File: src/rtl/rxq_pkg.sv
package rxq_pkg;
    typedef enum logic [1:0] {
        OP_NONE = 2'b00,
        OP_PUSH = 2'b01,
        OP_POP  = 2'b10,
        OP_BOTH = 2'b11
    } fifo_op_t;
endpackage

File: src/rtl/rxq_mem.sv
module rxq_mem #(
    parameter int DATA_W = 16,
    parameter int DEPTH  = 16,
    localparam int PTR_W = $clog2(DEPTH)
) (
    input  logic              clk,
    input  logic              rst_n,
    input  logic              wr_en,
    input  logic [PTR_W-1:0]  wr_ptr,
    input  logic [DATA_W-1:0] wr_data,
    input  logic [PTR_W-1:0]  rd_ptr,
    output logic [DATA_W-1:0] rd_data
);
    logic [DATA_W-1:0] slot_d [DEPTH];
    logic [DATA_W-1:0] slot_q [DEPTH];

    always_comb begin
        for (int i = 0; i < DEPTH; i++) begin
            slot_d[i] = slot_q[i];
            if (wr_en && wr_ptr == PTR_W'(i)) slot_d[i] = wr_data;
        end
    end

    always_ff @(posedge clk or negedge rst_n) begin
        if (!rst_n) begin
            for (int i = 0; i < DEPTH; i++) slot_q[i] <= '0;
        end else begin
            for (int i = 0; i < DEPTH; i++) slot_q[i] <= slot_d[i];
        end
    end

    assign rd_data = slot_q[rd_ptr];

    assert_write_lands_R2: assert property (@(posedge clk) disable iff (!rst_n)
        wr_en |=> slot_q[$past(wr_ptr)] == $past(wr_data));
endmodule

File: src/rtl/rxq_ptrs.sv
module rxq_ptrs
    import rxq_pkg::*;
#(
    parameter int DEPTH  = 16,
    localparam int PTR_W = $clog2(DEPTH),
    localparam int CNT_W = $clog2(DEPTH + 1)
) (
    input  logic             clk,
    input  logic             rst_n,
    input  logic             run,
    input  logic             push_valid,
    input  logic             pop,
    input  logic [CNT_W-1:0] level,
    output logic             wr_en,
    output logic             rd_en,
    output logic [PTR_W-1:0] wr_ptr,
    output logic [PTR_W-1:0] rd_ptr,
    output logic [CNT_W-1:0] count,
    output logic             ovf_evt,
    output logic             hit_evt
);
    localparam logic [CNT_W-1:0] FULL = CNT_W'(DEPTH);

    typedef struct packed {
        logic [PTR_W-1:0] wptr;
        logic [PTR_W-1:0] rptr;
        logic [CNT_W-1:0] cnt;
    } ptr_state_t;

    ptr_state_t st_d, st_q;
    fifo_op_t   op;
    logic       do_push, do_pop;

    always_comb begin
        do_pop  = run && pop && (st_q.cnt != '0);
        do_push = run && push_valid && ((st_q.cnt != FULL) || do_pop);
        ovf_evt = run && push_valid && (st_q.cnt == FULL) && !do_pop;
        op      = fifo_op_t'({do_pop, do_push});
        st_d    = st_q;
        case (op)
            OP_PUSH: begin
                st_d.wptr = st_q.wptr + PTR_W'(1);
                st_d.cnt  = st_q.cnt + CNT_W'(1);
            end
            OP_POP: begin
                st_d.rptr = st_q.rptr + PTR_W'(1);
                st_d.cnt  = st_q.cnt - CNT_W'(1);
            end
            OP_BOTH: begin
                st_d.wptr = st_q.wptr + PTR_W'(1);
                st_d.rptr = st_q.rptr + PTR_W'(1);
            end
            default: ;
        endcase
        if (!run) st_d = '0;
        hit_evt = (st_d.cnt == level) && (st_d.cnt != st_q.cnt);
    end

    always_ff @(posedge clk or negedge rst_n) begin
        if (!rst_n) st_q <= '0;
        else        st_q <= st_d;
    end

    assign wr_en  = do_push;
    assign rd_en  = do_pop;
    assign wr_ptr = st_q.wptr;
    assign rd_ptr = st_q.rptr;
    assign count  = st_q.cnt;

    assert_count_bound_R1: assert property (@(posedge clk) disable iff (!rst_n)
        st_q.cnt <= FULL);
    assert_hold_zero_R3: assert property (@(posedge clk) disable iff (!rst_n)
        !run |=> (st_q.cnt == '0) && (st_q.wptr == '0) && (st_q.rptr == '0));
    assert_full_discard_R7: assert property (@(posedge clk) disable iff (!rst_n)
        (run && push_valid && !pop && st_q.cnt == FULL) |=> $stable(st_q));
    assert_pushpop_steady_R9: assert property (@(posedge clk) disable iff (!rst_n)
        (run && push_valid && pop && st_q.cnt != '0) |=> $stable(st_q.cnt));
endmodule

File: src/rtl/rxq_flags.sv
module rxq_flags (
    input  logic clk,
    input  logic rst_n,
    input  logic hit_evt,
    input  logic ovf_evt,
    input  logic level_clr,
    input  logic ovf_clr,
    output logic level_flag,
    output logic ovf_flag
);
    typedef struct packed {
        logic lvl;
        logic ovf;
    } flag_state_t;

    flag_state_t fl_d, fl_q;

    always_comb begin
        fl_d = fl_q;
        if (level_clr) fl_d.lvl = 1'b0;
        if (hit_evt)   fl_d.lvl = 1'b1;
        if (ovf_clr)   fl_d.ovf = 1'b0;
        if (ovf_evt)   fl_d.ovf = 1'b1;
    end

    always_ff @(posedge clk or negedge rst_n) begin
        if (!rst_n) fl_q <= '0;
        else        fl_q <= fl_d;
    end

    assign level_flag = fl_q.lvl;
    assign ovf_flag   = fl_q.ovf;

    assert_hit_sets_R4: assert property (@(posedge clk) disable iff (!rst_n)
        hit_evt |=> fl_q.lvl);
    assert_level_sticky_R5: assert property (@(posedge clk) disable iff (!rst_n)
        (fl_q.lvl && !level_clr) |=> fl_q.lvl);
    assert_ovf_sets_R7: assert property (@(posedge clk) disable iff (!rst_n)
        ovf_evt |=> fl_q.ovf);
    assert_ovf_sticky_R8: assert property (@(posedge clk) disable iff (!rst_n)
        (fl_q.ovf && !ovf_clr) |=> fl_q.ovf);
endmodule

File: src/rtl/rx_level_fifo.sv
module rx_level_fifo #(
    parameter int DATA_W = 16,
    parameter int DEPTH  = 16,
    localparam int PTR_W = $clog2(DEPTH),
    localparam int CNT_W = $clog2(DEPTH + 1)
) (
    input  logic              clk,
    input  logic              rst_n,
    input  logic              push_valid,
    input  logic [DATA_W-1:0] push_data,
    input  logic              pop,
    output logic [DATA_W-1:0] pop_data,
    input  logic              run,
    input  logic [CNT_W-1:0]  level,
    input  logic              irq_en,
    input  logic              level_clr,
    input  logic              ovf_clr,
    output logic [CNT_W-1:0]  fill_count,
    output logic              level_flag,
    output logic              ovf_flag,
    output logic              irq
);
    logic              wr_en, rd_en, ovf_evt, hit_evt;
    logic [PTR_W-1:0]  wr_ptr, rd_ptr;
    logic [DATA_W-1:0] head_word;
    logic [DATA_W-1:0] data_d, data_q;

    rxq_ptrs #(.DEPTH(DEPTH)) u_ptrs (
        .clk(clk), .rst_n(rst_n), .run(run), .push_valid(push_valid),
        .pop(pop), .level(level), .wr_en(wr_en), .rd_en(rd_en),
        .wr_ptr(wr_ptr), .rd_ptr(rd_ptr), .count(fill_count),
        .ovf_evt(ovf_evt), .hit_evt(hit_evt)
    );

    rxq_mem #(.DATA_W(DATA_W), .DEPTH(DEPTH)) u_mem (
        .clk(clk), .rst_n(rst_n), .wr_en(wr_en), .wr_ptr(wr_ptr),
        .wr_data(push_data), .rd_ptr(rd_ptr), .rd_data(head_word)
    );

    rxq_flags u_flags (
        .clk(clk), .rst_n(rst_n), .hit_evt(hit_evt), .ovf_evt(ovf_evt),
        .level_clr(level_clr), .ovf_clr(ovf_clr),
        .level_flag(level_flag), .ovf_flag(ovf_flag)
    );

    always_comb begin
        data_d = data_q;
        if (rd_en) data_d = head_word;
    end

    always_ff @(posedge clk or negedge rst_n) begin
        if (!rst_n) data_q <= '0;
        else        data_q <= data_d;
    end

    assign pop_data = data_q;
    assign irq      = level_flag & irq_en;

    assert_empty_pop_holds_R10: assert property (@(posedge clk) disable iff (!rst_n)
        (pop && fill_count == '0) |=> $stable(pop_data));
    assert_irq_needs_enable_R6: assert property (@(posedge clk) disable iff (!rst_n)
        irq |-> (level_flag && irq_en));
endmodule

File: config.mk
export PLATFORM = sky130hd
export DESIGN_NAME = rx_level_fifo
export DESIGN_NICKNAME = d
export VERILOG_FILES = /design/src/rtl/rxq_pkg.sv /design/src/rtl/rxq_mem.sv /design/src/rtl/rxq_ptrs.sv /design/src/rtl/rxq_flags.sv /design/src/rtl/rx_level_fifo.sv
export SDC_FILE = /design/constraint.sdc
export NUM_CORES = 1
export LEC_CHECK = 0
export BUFFER_PORTS_ARGS = -buffer_cell sky130_fd_sc_hd__buf_2
export CAP_MARGIN = 20
export CORE_ASPECT_RATIO = 1.2
export CORE_MARGIN = 2
export CORE_UTILIZATION = 60
export CTS_CLUSTER_SIZE = 25
export DETAILED_ROUTE_END_ITERATION = 10
export GPL_ROUTABILITY_DRIVEN = 0
export PLACE_DENSITY = 0.78
export SLEW_MARGIN = 40
export SYNTH_ARGS = -nofsm -noshare
export SYNTH_HDL_FRONTEND = slang
export SYNTH_SLANG_ARGS = --single-unit
File: constraint.sdc
create_clock -name clk -period 5.3 [get_ports clk]
set_input_delay 0.53 -clock clk [delete_from_list [all_inputs] [get_ports clk]]
set_output_delay 0.53 -clock clk [all_outputs]
set_load 0.01 [all_outputs]
### After elaboration in Yosys (flattened, before gate mapping)

Index checks and enable logic that the tools add are counted.

* register bits: 287
* bits of input ports: 29
* word-level logic and storage cells: 95
* output and inout bits: 24

* mux-type cells: 11
* reduce and logical (&&, ||, !) cells: 31
* bitwise gates (word level): 2
* equal/unequal tests: 24
* order comparisons: 1
* $add $sub $neg: 4

Operators with widths (count)
* 16-bit binary-select mux with 4-bit select: 1
* 4-bit equality test, second input constant: 8
* 16-bit 2-to-1 mux: 2
* 1-bit logical AND: 23
* 4-bit by 3-bit equality test with 1-bit output, second input constant: 4
* 13-bit 2-to-1 mux: 1
* 5-bit case mux with 2 select lines: 1
* 4-bit by 1-bit adder with 4-bit output, second input constant: 2
* 4-bit by 2-bit equality test with 1-bit output, second input constant: 2
* 4-bit 2-to-1 mux: 2
* 5-bit by 1-bit adder with 5-bit output, second input constant: 1
* 5-bit equality test: 1
* 5-bit equality test, second input constant: 1
* 5-bit greater-or-equal comparator, second input constant: 1
* 5-bit inequality test: 1
* 5-bit inequality test, second input constant: 1
* 4-bit inverter with 5-bit output: 1
* 5-bit nonzero test: 1
* 5-bit by 1-bit subtractor with 5-bit output, second input constant: 1
* 2-bit equality test, second input constant: 2
* 4-bit by 1-bit equality test with 1-bit output, second input constant: 1
* 4-bit zero test: 1
* 1-bit 2-to-1 mux: 4
* 2-bit inequality test, second input constant: 2
* 6 further kinds: 8

### Depth between registers and ports, before layout

Gate-level depths: netlist of run 1.

* depth in word-level cells: 11
* mapped depth: 16
* gate-level depth less buffers: 13

### Cells and area by module

From an unflattened synthesis of run 1, not the netlist that was laid out.

* cell total of the unflattened synthesis: 871
* area total of the unflattened synthesis: 13232.7 um^2

By module, submodules not included
* rxq_mem: cells each 711, times used 1, area each 11452.2 um^2, sequential area each 6406.1 um^2
* rxq_ptrs: cells each 119, times used 1, area each 1052.3 um^2, sequential area each 325.3 um^2
* rx_level_fifo: cells each 35, times used 1, area each 655.6 um^2, sequential area each 400.4 um^2
* rxq_flags: cells each 6, times used 1, area each 72.6 um^2, sequential area each 50.0 um^2

### Worst setup path before layout of run 1

Ideal clock, no wire load.

* kind: reg-to-reg
* from: reg u_ptrs.st_q, in the netlist u_ptrs.count[3]
* to: reg u_flags.fl_q, in the netlist u_flags.level_flag
* library setup time: 104 ps
* stages on the path, launching flop included: 17
* clock period less this slack: 3933 ps
* data arrival time: 3829 ps
* data required time: 5196 ps
* path buffers: 3
* slack: 1367 ps
* cell sequence: dfrtp_1 -> buf_6 -> or4_4 -> nor2_4 -> nor2b_1 -> clkbuf_1 -> nand2_1 -> buf_2 -> nor2_1 -> xor2_1 -> ha_1 -> mux2_2 -> a221oi_1 -> nand3b_1 -> a221o_1 -> a2111o_1 -> o41ai_2

* cells in the longest elaborated chain, start to end: 10
* elaborated cells between the ends (all ways): 16
* classes of those cells: 2 x add/sub; 5 x eq/ne; 3 x mux; 6 x reduce/logical

RTL lines
* start, declared: line rxq_ptrs.sv:30 `ptr_state_t st_d, st_q;`
* start signal, assigned: line rxq_ptrs.sv:61 `else st_q <= st_d;`
* 5-bit nonzero test: line rxq_ptrs.sv:35 `do_pop = run && pop && (st_q.cnt != '0);`
* 1-bit logical AND: line rxq_ptrs.sv:35
* 1-bit logical OR: line rxq_ptrs.sv:36 `do_push = run && push_valid && ((st_q.cnt != FULL) || do_pop);`
* 1-bit logical AND: line rxq_ptrs.sv:36
* 2-bit equality test / 2-bit by 1-bit equality test with 1-bit output (equally long branches): line rxq_ptrs.sv:40 `case (op)`
* 5-bit case mux with 2 select lines: line rxq_ptrs.sv:40
* 13-bit 2-to-1 mux: line rxq_ptrs.sv:55 `if (!run) st_d = '0;`
* 5-bit equality test / 5-bit inequality test (equally long branches): line rxq_ptrs.sv:56 `hit_evt = (st_d.cnt == level) && (st_d.cnt != st_q.cnt);`
* 1-bit logical AND (*): line rxq_ptrs.sv:56
* 1-bit 2-to-1 mux / 2-bit nonzero test (equally long branches)
* end signal, assigned: line rxq_flags.sv:28 `else fl_q <= fl_d;`
* end, declared: line rxq_flags.sv:16 `flag_state_t fl_d, fl_q;`

Every way passes the cells marked *; elsewhere a longest branch is shown, timed or not.
A chain may end at the register's enable or synchronous reset.

### Worst setup path after layout of run 1

* from: reg u_ptrs.st_q, in the netlist u_ptrs.count[1]
* to: reg u_flags.fl_q, in the netlist u_flags.level_flag

Same word-level chain as after synthesis.

==> metrics.md, run 1 <==
| Metric | Value |
|---|---|
| Die Y | `166 µm` |
| Row cnt | `59` |
| P_leak | `0.00709 µW` |
| Vias in the first global route | `8031` |
| CP Launch Type | `flop` |
| CTS tree | `yes` |
| R2R Path End | `u_flags.level_flag` |
| Clk root buf | `clkbuf_16` |
| Post-route ant nets | `0` |
| N_diodes | `0` |
| Max_cap viols | `0` |
| Setup_tns | `0 ns` |
| Status | `finished, violations left` |
| Die width | `139 µm` |
| Initial Utilization | `0.608` |
| Min-Delay Path Class | `in -> reg` |
| # nets final | `893` |
| Yosys top cell area share | `0.548` |
| Fin. Hold Viols | `0` |
| Failing checks | `design-rule violations` |
| Clock Latency Late Sink | `0.54 ns` |
| Initial antenna violation count | `0` |
| 1st-pass router iterations | `8` |
| CTS sink count | `287` |
| CORE AREA | `21600 µm²` |
| Crit path launch | `u_ptrs.count[1]` |
| H-tree depth | `1` |
| CTS buffer count | `29` |
| Syn_area_per_cell | `15.9 µm²` |
| Worst hold path depth | `2` |
| First-pass GRT wire length | `46000 µm` |
| Worst Path Buf+Inv | `0` |
| CP Class | `reg -> reg` |
| Cts repair resizes | `0` |
| Worst path cell trace | `or4_4 -> nor2_4 -> nor2b_1 -> nand2_1 -> nor2_1 -> xor2_1 -> ha_1 -> mux2_2 -> a221oi_1 -> nand3b_1 -> a221o_1 -> a2111o_1 -> o41ai_2` |
| Slack of the worst reg-to-reg path | `1.51 ns` |
| Stages on worst setup path | `13` |
| R2R cell count | `13` |
| Vias | `7378` |
| Slew Limit Fails | `0` |
| Die Area | `23100 µm²` |
| Post-Syn Nets | `857` |
| Clk_skew | `0.0104 ns` |
| Seq cells post-synth | `287` |
| Layout cells sized above 1 | `0.256` |
| Clock Path Buffers | `3` |
| I/O Buffers | `52` |
| Worst path slowest cell | `or4_4` |
| Synth Instances | `822` |
| Critical path arrival | `4.23 ns` |
| Post-synth top area cell | `dfrtp_1` |
| Max FO, Critical Path | `11` |
| Worst Max-Slew Pin Slew | `0.730 ns` |
| YS warnings | `0` |
| Period utilization | `0.714` |
| Via/cell ratio | `6.40` |
| Req. time, crit path | `5.74 ns` |
| Maximum vdd ir drop | `0.000377 V` |
| Largest net degree at the start of global routing | `119` |
| Sequential cell area fraction in the yosys report | `0.548` |
| Area grow syn2layout | `11.0%` |
| PwrDens | `420 nW/µm²` |
| Netlist cell types | `44` |
| Max Fclk | `264 MHz` |
| Most common cell after layout, fill and taps aside | `dfrtp_1` |
| Mapped cell area | `13100 µm²` |
| Reg2reg start | `u_ptrs.count[1]` |
| DRC viols | `1` |
| Grt total ovfl | `0` |
| Largest cells by area after synthesis | `dfrtp_1 55%, mux2_1 22%, mux4_2 14%` |
| Clock Pin Slew Worst Setup and Hold Paths | `0.06 ns` |
| Fin crit period | `3.79 ns` |
| EDFF count, synth | `0` |
| Global-route usage over all layers | `0.259` |
| Most frequent cells in the layout | `283 x dfrtp_1, 256 x mux2_1, 80 x mux4_2, 51 x buf_2, 29 x clkbuf_16` |
| DR WL/cell | `25.3 µm` |
| Final setup violation count | `0` |
| Setup Fix Bufs, Post-CTS | `0` |
| DR iter-0 viols | `497` |
| Crit. End Element | `flop` |
| Total Routed Length | `29100 µm` |
| Family with the most delay on the worst path | `simple AND/OR/NAND/NOR gates` |
| Total I/O pin count | `53` |
| Detailed placement HPWL | `17500 µm` |
| Slew headroom | `0.513` |
| Critical Path Sink | `u_flags.level_flag` |
| Max incr delay on CP | `0.61 ns` |
| Total power draw | `6120 µW` |
| FFs w/ async S/R, synth | `1.00` |
| RSZ-0062 raised after global routing | `false` |
| Main synth FF type | `dfrtp_1` |
## state kept, by name (all words and copies together), names as in the netlist
signal / cells
u_ptrs.wr_ptr: 4
pop_data: 16
u_ptrs.count: 5
u_flags.level_flag: 1
u_ptrs.rd_ptr: 4
u_mem.slot_q: 256
u_flags.ovf_flag: 1
## worst min path at each step
stage,startpoint,to
2_1_floorplan,rst_n,pop_data[0]
3_3_place_gp,u_mem.slot_q[27],u_mem.slot_q[27]
3_5_place_dp,u_mem.slot_q[90],u_mem.slot_q[90]
4_1_cts,rst_n,u_mem.slot_q[211]
5_1_grt,ovf_clr,u_flags.ovf_flag
6_report,ovf_clr,u_flags.ovf_flag
## Yosys cell counts, types with 2 or more instances
cell type and count:
nor2_1 16, buf_2 21, nand2_1 26, ha_1 6, dfrtp_1 287, xnor2_1 5, nand3_1 4, mux2i_1 6
nor3_1 4, inv_1 7, and2_1 2, nand2b_1 3, mux2_1 256, mux2_2 17, xor2_1 8, buf_6 2
a21oi_1 4, nor4_1 2, mux4_2 80, clkbuf_1 34, nand4_1 2, buf_1 5, nand3b_1 2, nor3b_1 2
or3_1 2
## final cells by class
| cell class | count | area (µm²) |
|---|---|---|
| Sequential cell | 287 | 7190 |
| Fill cell | 1425 | 7010 |
| Multi-Input combinational cell | 466 | 5650 |
| Clock buffer | 42 | 835 |
| Timing Repair Buffer | 67 | 422 |
| Tap cell | 274 | 343 |
| Clock inverter | 9 | 80.1 |
| Inverter | 7 | 26.3 |
## worst register-to-register path, delay by kind of cell (launching register included)
| family | cells | cell delay, ns |
|---|---|---|
| adders and majority gates | 1 | 0.36 |
| xor gates and xnor gates | 1 | 0.15 |
| muxes | 1 | 0.17 |
| DFF | 1 | 0.51 |
| and+or+nand+nor | 6 | 1.33 |
| AOI/OAI and AO/OA | 4 | 1.14 |
## routing by layer
layer / vias up / wire length (µm) / track usage
li1: 3137 / - / -
met1: 3974 / 12100 / 0.356
met2: 223 / 15100 / 0.442
met3: 44 / 1380 / 0.0418
met4: 0 / 527 / 0.0646
met5: - / 0 / 0
## kinds of logic (layout without fill, tap and decap cells)
logic type,count (synthesis),after routing,share of synthesized area
buffers and inverters,69,125,0.0229
multiplexers,359,359,0.377
flip-flops,287,287,0.548
XOR/XNOR,13,13,0.00868
AND/OR/NAND/NOR,72,72,0.0275
adder cells (fa/ha/maj),6,6,0.00573
AO/OA/AOI/OAI,16,16,0.0109
## through the flow
stage / util / cell area, µm² / setup slack (ns) / hold WS, ns / cells
4_1_cts: 0.673 / 14500 / 1.61 / 0.0354 / 1150
3_3_place_gp: 0.629 / 13600 / 1.81 / 0.468 / 1099
6_report: 0.675 / 14500 / 1.51 / 0.206 / 1152
2_1_floorplan: - / 13100 / 1.37 / 0.234 / 822
5_1_grt: 0.675 / 14500 / 1.36 / 0.192 / 1152
3_5_place_dp: 0.630 / 13600 / 1.63 / 0.476 / 1099
## timing repair
| item | 4_1_cts | 5_1_grt |
|---|---|---|
| hold buffers | 0 | 1 |
| endpoints found under the hold margin | 0 | 24 |
| endpoints found under the setup margin | 0 | 0 |
## power by group
group / total (µW) / internal, µW / leakage [µW] / switching (µW)
clock: 1950 / 1140 / 0.000457 / 816
sequential: 2780 / 2500 / 0.00387 / 275
combinational: 1390 / 753 / 0.00276 / 635
total: 6120 / 4390 / 0.00709 / 1730
(Power assumes the default switching activity.)
==> inputs of run 2 (changes only) <==
--- a/config.mk
+++ b/config.mk
@@ -9,11 +9,11 @@
 export CAP_MARGIN = 20
 export CORE_ASPECT_RATIO = 1.2
 export CORE_MARGIN = 2
-export CORE_UTILIZATION = 60
+export CORE_UTILIZATION = 56
 export CTS_CLUSTER_SIZE = 25
 export DETAILED_ROUTE_END_ITERATION = 10
 export GPL_ROUTABILITY_DRIVEN = 0
-export PLACE_DENSITY = 0.78
+export PLACE_DENSITY = 0.76
 export SLEW_MARGIN = 40
 export SYNTH_ARGS = -nofsm -noshare
 export SYNTH_HDL_FRONTEND = slang
==> constraint.sdc (replaced) <==
create_clock -name clk -period 3.14 [get_ports clk]
set_input_delay 0.314 -clock clk [delete_from_list [all_inputs] [get_ports clk]]
set_output_delay 0.314 -clock clk [all_outputs]
set_load 0.01 [all_outputs]
==> metrics.md, run 2 (same netlist as run 1, synthesis figures left out) <==
| Metric | Value |
|---|---|
| Total Routed Length | `30200 µm (was 29100 µm)` |
| Setup WS pre-CTS | `-0.100 ns (was 1.63 ns)` |
| DRC viols | `0 (was 1)` |
| Global-route usage over all layers | `0.256 (was 0.259)` |
| First-pass GRT wire length | `47100 µm (was 46000 µm)` |
| PwrDens | `732 nW/µm² (was 420 nW/µm²)` |
| Min-Delay Path Class | `in -> reg (unchanged)` |
| Worst hold path depth | `3 (was 2)` |
| Total power draw | `11000 µW (was 6120 µW)` |
| Slew Limit Fails | `0 (unchanged)` |
| CTS buffer count | `29 (unchanged)` |
| I/O Buffers | `52 (unchanged)` |
| P_leak | `0.00734 µW (was 0.00709 µW)` |
| Critical Path Sink | `u_flags.level_flag (unchanged)` |
| Family with the most delay on the worst path | `compound AO/OA/AOI/OAI gates (was simple AND/OR/NAND/NOR gates)` |
| Initial Utilization | `0.569 (was 0.608)` |
| Worst Max-Slew Pin Slew | `0.744 ns (was 0.730 ns)` |
| Clock Path Buffers | `3 (unchanged)` |
| Status | `finished, violations left (unchanged)` |
| Worst setup margin | `-0.116 ns (was 1.51 ns)` |
| Total I/O pin count | `53 (unchanged)` |
| Worst path slowest cell | `or4_4 (unchanged)` |
| Via/cell ratio | `6.20 (was 6.40)` |
| Initial antenna violation count | `1 (was 0)` |
| Row cnt | `61 (was 59)` |
| Maximum vdd ir drop | `0.000686 V (was 0.000377 V)` |
| Final setup violation count | `1 (was 0)` |
| Clk root buf | `clkbuf_16 (unchanged)` |
| R2R Path End | `u_flags.level_flag (unchanged)` |
| Worst Path Buf+Inv | `0 (unchanged)` |
| Clk_skew | `0.0143 ns (was 0.0104 ns)` |
| CTS tree | `yes (unchanged)` |
| Most common cell after layout, fill and taps aside | `dfrtp_1 (unchanged)` |
| Fin. Hold Viols | `0 (unchanged)` |
| RSZ-0062 raised after global routing | `true (was false)` |
| Die Area | `24700 µm² (was 23100 µm²)` |
| Clock Latency Late Sink | `0.55 ns (was 0.54 ns)` |
| Slack of the worst reg-to-reg path | `-0.12 ns (was 1.51 ns)` |
| CTS sink count | `287 (unchanged)` |
| Vias in the first global route | `8084 (was 8031)` |
| 1st-pass router iterations | `5 (was 8)` |
| R2R cell count | `13 (unchanged)` |
| Req. time, crit path | `3.58 ns (was 5.74 ns)` |
| CORE AREA | `23000 µm² (was 21600 µm²)` |
| Flip-flop count of the largest register after layout | `256 (unchanged)` |
| Reg2reg start | `u_ptrs.count[2] (was u_ptrs.count[1])` |
| Die Y | `172 µm (was 166 µm)` |
| Detailed placement HPWL | `18900 µm (was 17500 µm)` |
| Fin crit period | `3.26 ns (was 3.79 ns)` |
| Crit path launch | `u_ptrs.count[2] (was u_ptrs.count[1])` |
| Hold_sp | `level_clr (was ovf_clr)` |
| Most frequent cells in the layout | `285 x dfrtp_1, 256 x mux2_1, 80 x mux4_2, 51 x buf_2, 30 x buf_4 (was 283 x dfrtp_1, 256 x mux2_1, 80 x mux4_2, 51 x buf_2, 29 x clkbuf_16)` |
| DR WL/cell | `24.7 µm (was 25.3 µm)` |
| Layout cells sized above 1 | `0.275 (was 0.256)` |
| Max Fclk | `307 MHz (was 264 MHz)` |
| H-tree depth | `1 (unchanged)` |
| Max incr delay on CP | `0.56 ns (was 0.61 ns)` |
| Crit. End Element | `flop (unchanged)` |
| Max_cap viols | `0 (unchanged)` |
| Grt total ovfl | `0 (unchanged)` |
| # nets final | `921 (was 893)` |
| Failing checks | `negative setup slack (was design-rule violations)` |
| Top reg by flops | `u_mem.slot_q (unchanged)` |
| CP Launch Type | `flop (unchanged)` |
| Worst path cell trace | `or4_4 -> nor2_4 -> nor2b_2 -> nand2_4 -> nor2_1 -> xor2_1 -> ha_1 -> mux2i_1 -> o211ai_1 -> nand3b_1 -> a221o_1 -> a2111o_1 -> o41ai_2 (was or4_4 -> nor2_4 -> nor2b_1 -> nand2_1 -> nor2_1 -> xor2_1 -> ha_1 -> mux2_2 -> a221oi_1 -> nand3b_1 -> a221o_1 -> a2111o_1 -> o41ai_2)` |
| Period utilization | `1.04 (was 0.714)` |
| Post-layout util | `0.654 (was 0.675)` |
| Clock Pin Slew Worst Setup and Hold Paths | `0.06 ns (about the same)` |
| CP Class | `reg -> reg (unchanged)` |
| Largest net degree at the start of global routing | `94 (was 119)` |
| Stages on worst setup path | `13 (unchanged)` |
| Area grow syn2layout | `15.0% (was 11.0%)` |
| Vias | `7597 (was 7378)` |
| Die width | `144 µm (was 139 µm)` |
| Slew headroom | `0.504 (was 0.513)` |
| DR iter-0 viols | `541 (was 497)` |
| Critical path arrival | `3.70 ns (was 4.23 ns)` |
| Post-route ant nets | `0 (unchanged)` |
| Max FO, Critical Path | `3 (was 11)` |
==> run 2: cell count changes in the layout (fill, tap and decap cells not counted), sizes merged <==
cell         change
clkinv           -4
bufinv           +4
diode            +1
clkbuf           +2
clkinvlp         +1
dlygate4sd3      +1
buf             +27
==> run 2: worst min-delay path by stage <==
stage | endpoint
global placement | u_mem.slot_q[242]
global route | u_flags.level_flag
detailed placement | u_mem.slot_q[210]
CTS | u_flags.level_flag
finish | u_flags.level_flag
floorplan | pop_data[0]
==> run 2: where the power goes <==
part           leakage (µW)  switching [µW]  total (µW)  internal (µW)
logic               0.00294            1190        2620           1430
clock network      0.000529            1420        3790           2370
registers           0.00387             407        4630           4220
==> run 2: layout make-up <==
| type | count | area [µm²] |
|---|---|---|
| Timing Repair Buffer | 95 | 736 |
| Inverter | 7 | 26.3 |
| Clock inverter | 10 | 185 |
| Tap cell | 315 | 394 |
| Antenna cell | 1 | 2.50 |
| Clock buffer | 44 | 892 |
| Fill cell | 1649 | 7980 |
| Sequential cell | 287 | 7190 |
| Multi-Input combinational cell | 466 | 5650 |
==> run 2: routing by layer <==
layer	GRT usage	share of wire	up-vias
met5	0	0	-
li1	-	-	3198
met1	0.348	0.41	4089
met2	0.437	0.52	247
met3	0.0320	0.047	63
met4	0.0746	0.028	0
==> run 2: tightest hold or removal path, cell delays in order <==
cell	delay (ns)
buf_2	0.07
nand2b_1	0.10
o41ai_2	0.06
==> run 2: what timing repair did <==
action,4_1_cts,5_1_grt
gates resized for setup,2,1
setup endpoints to repair,1,1
pin swaps,1,4
endpoints found under the hold margin,89,0
buffers inserted,0,1
hold buffers,2,0
gates cloned,0,0
==> run 2: metrics by stage <==
stage	instances	hold slack [ns]	area, µm²	TNS, ns
after floorplan	822	0.0184	13100	-0.444
after global placement	1167	0.380	14000	0
after detailed placement	1167	0.390	14000	-0.100
after CTS	1223	0.0355	15100	-0.0969
after global routing	1225	0.0383	15100	-0.241
final	1225	0.0427	15100	-0.116
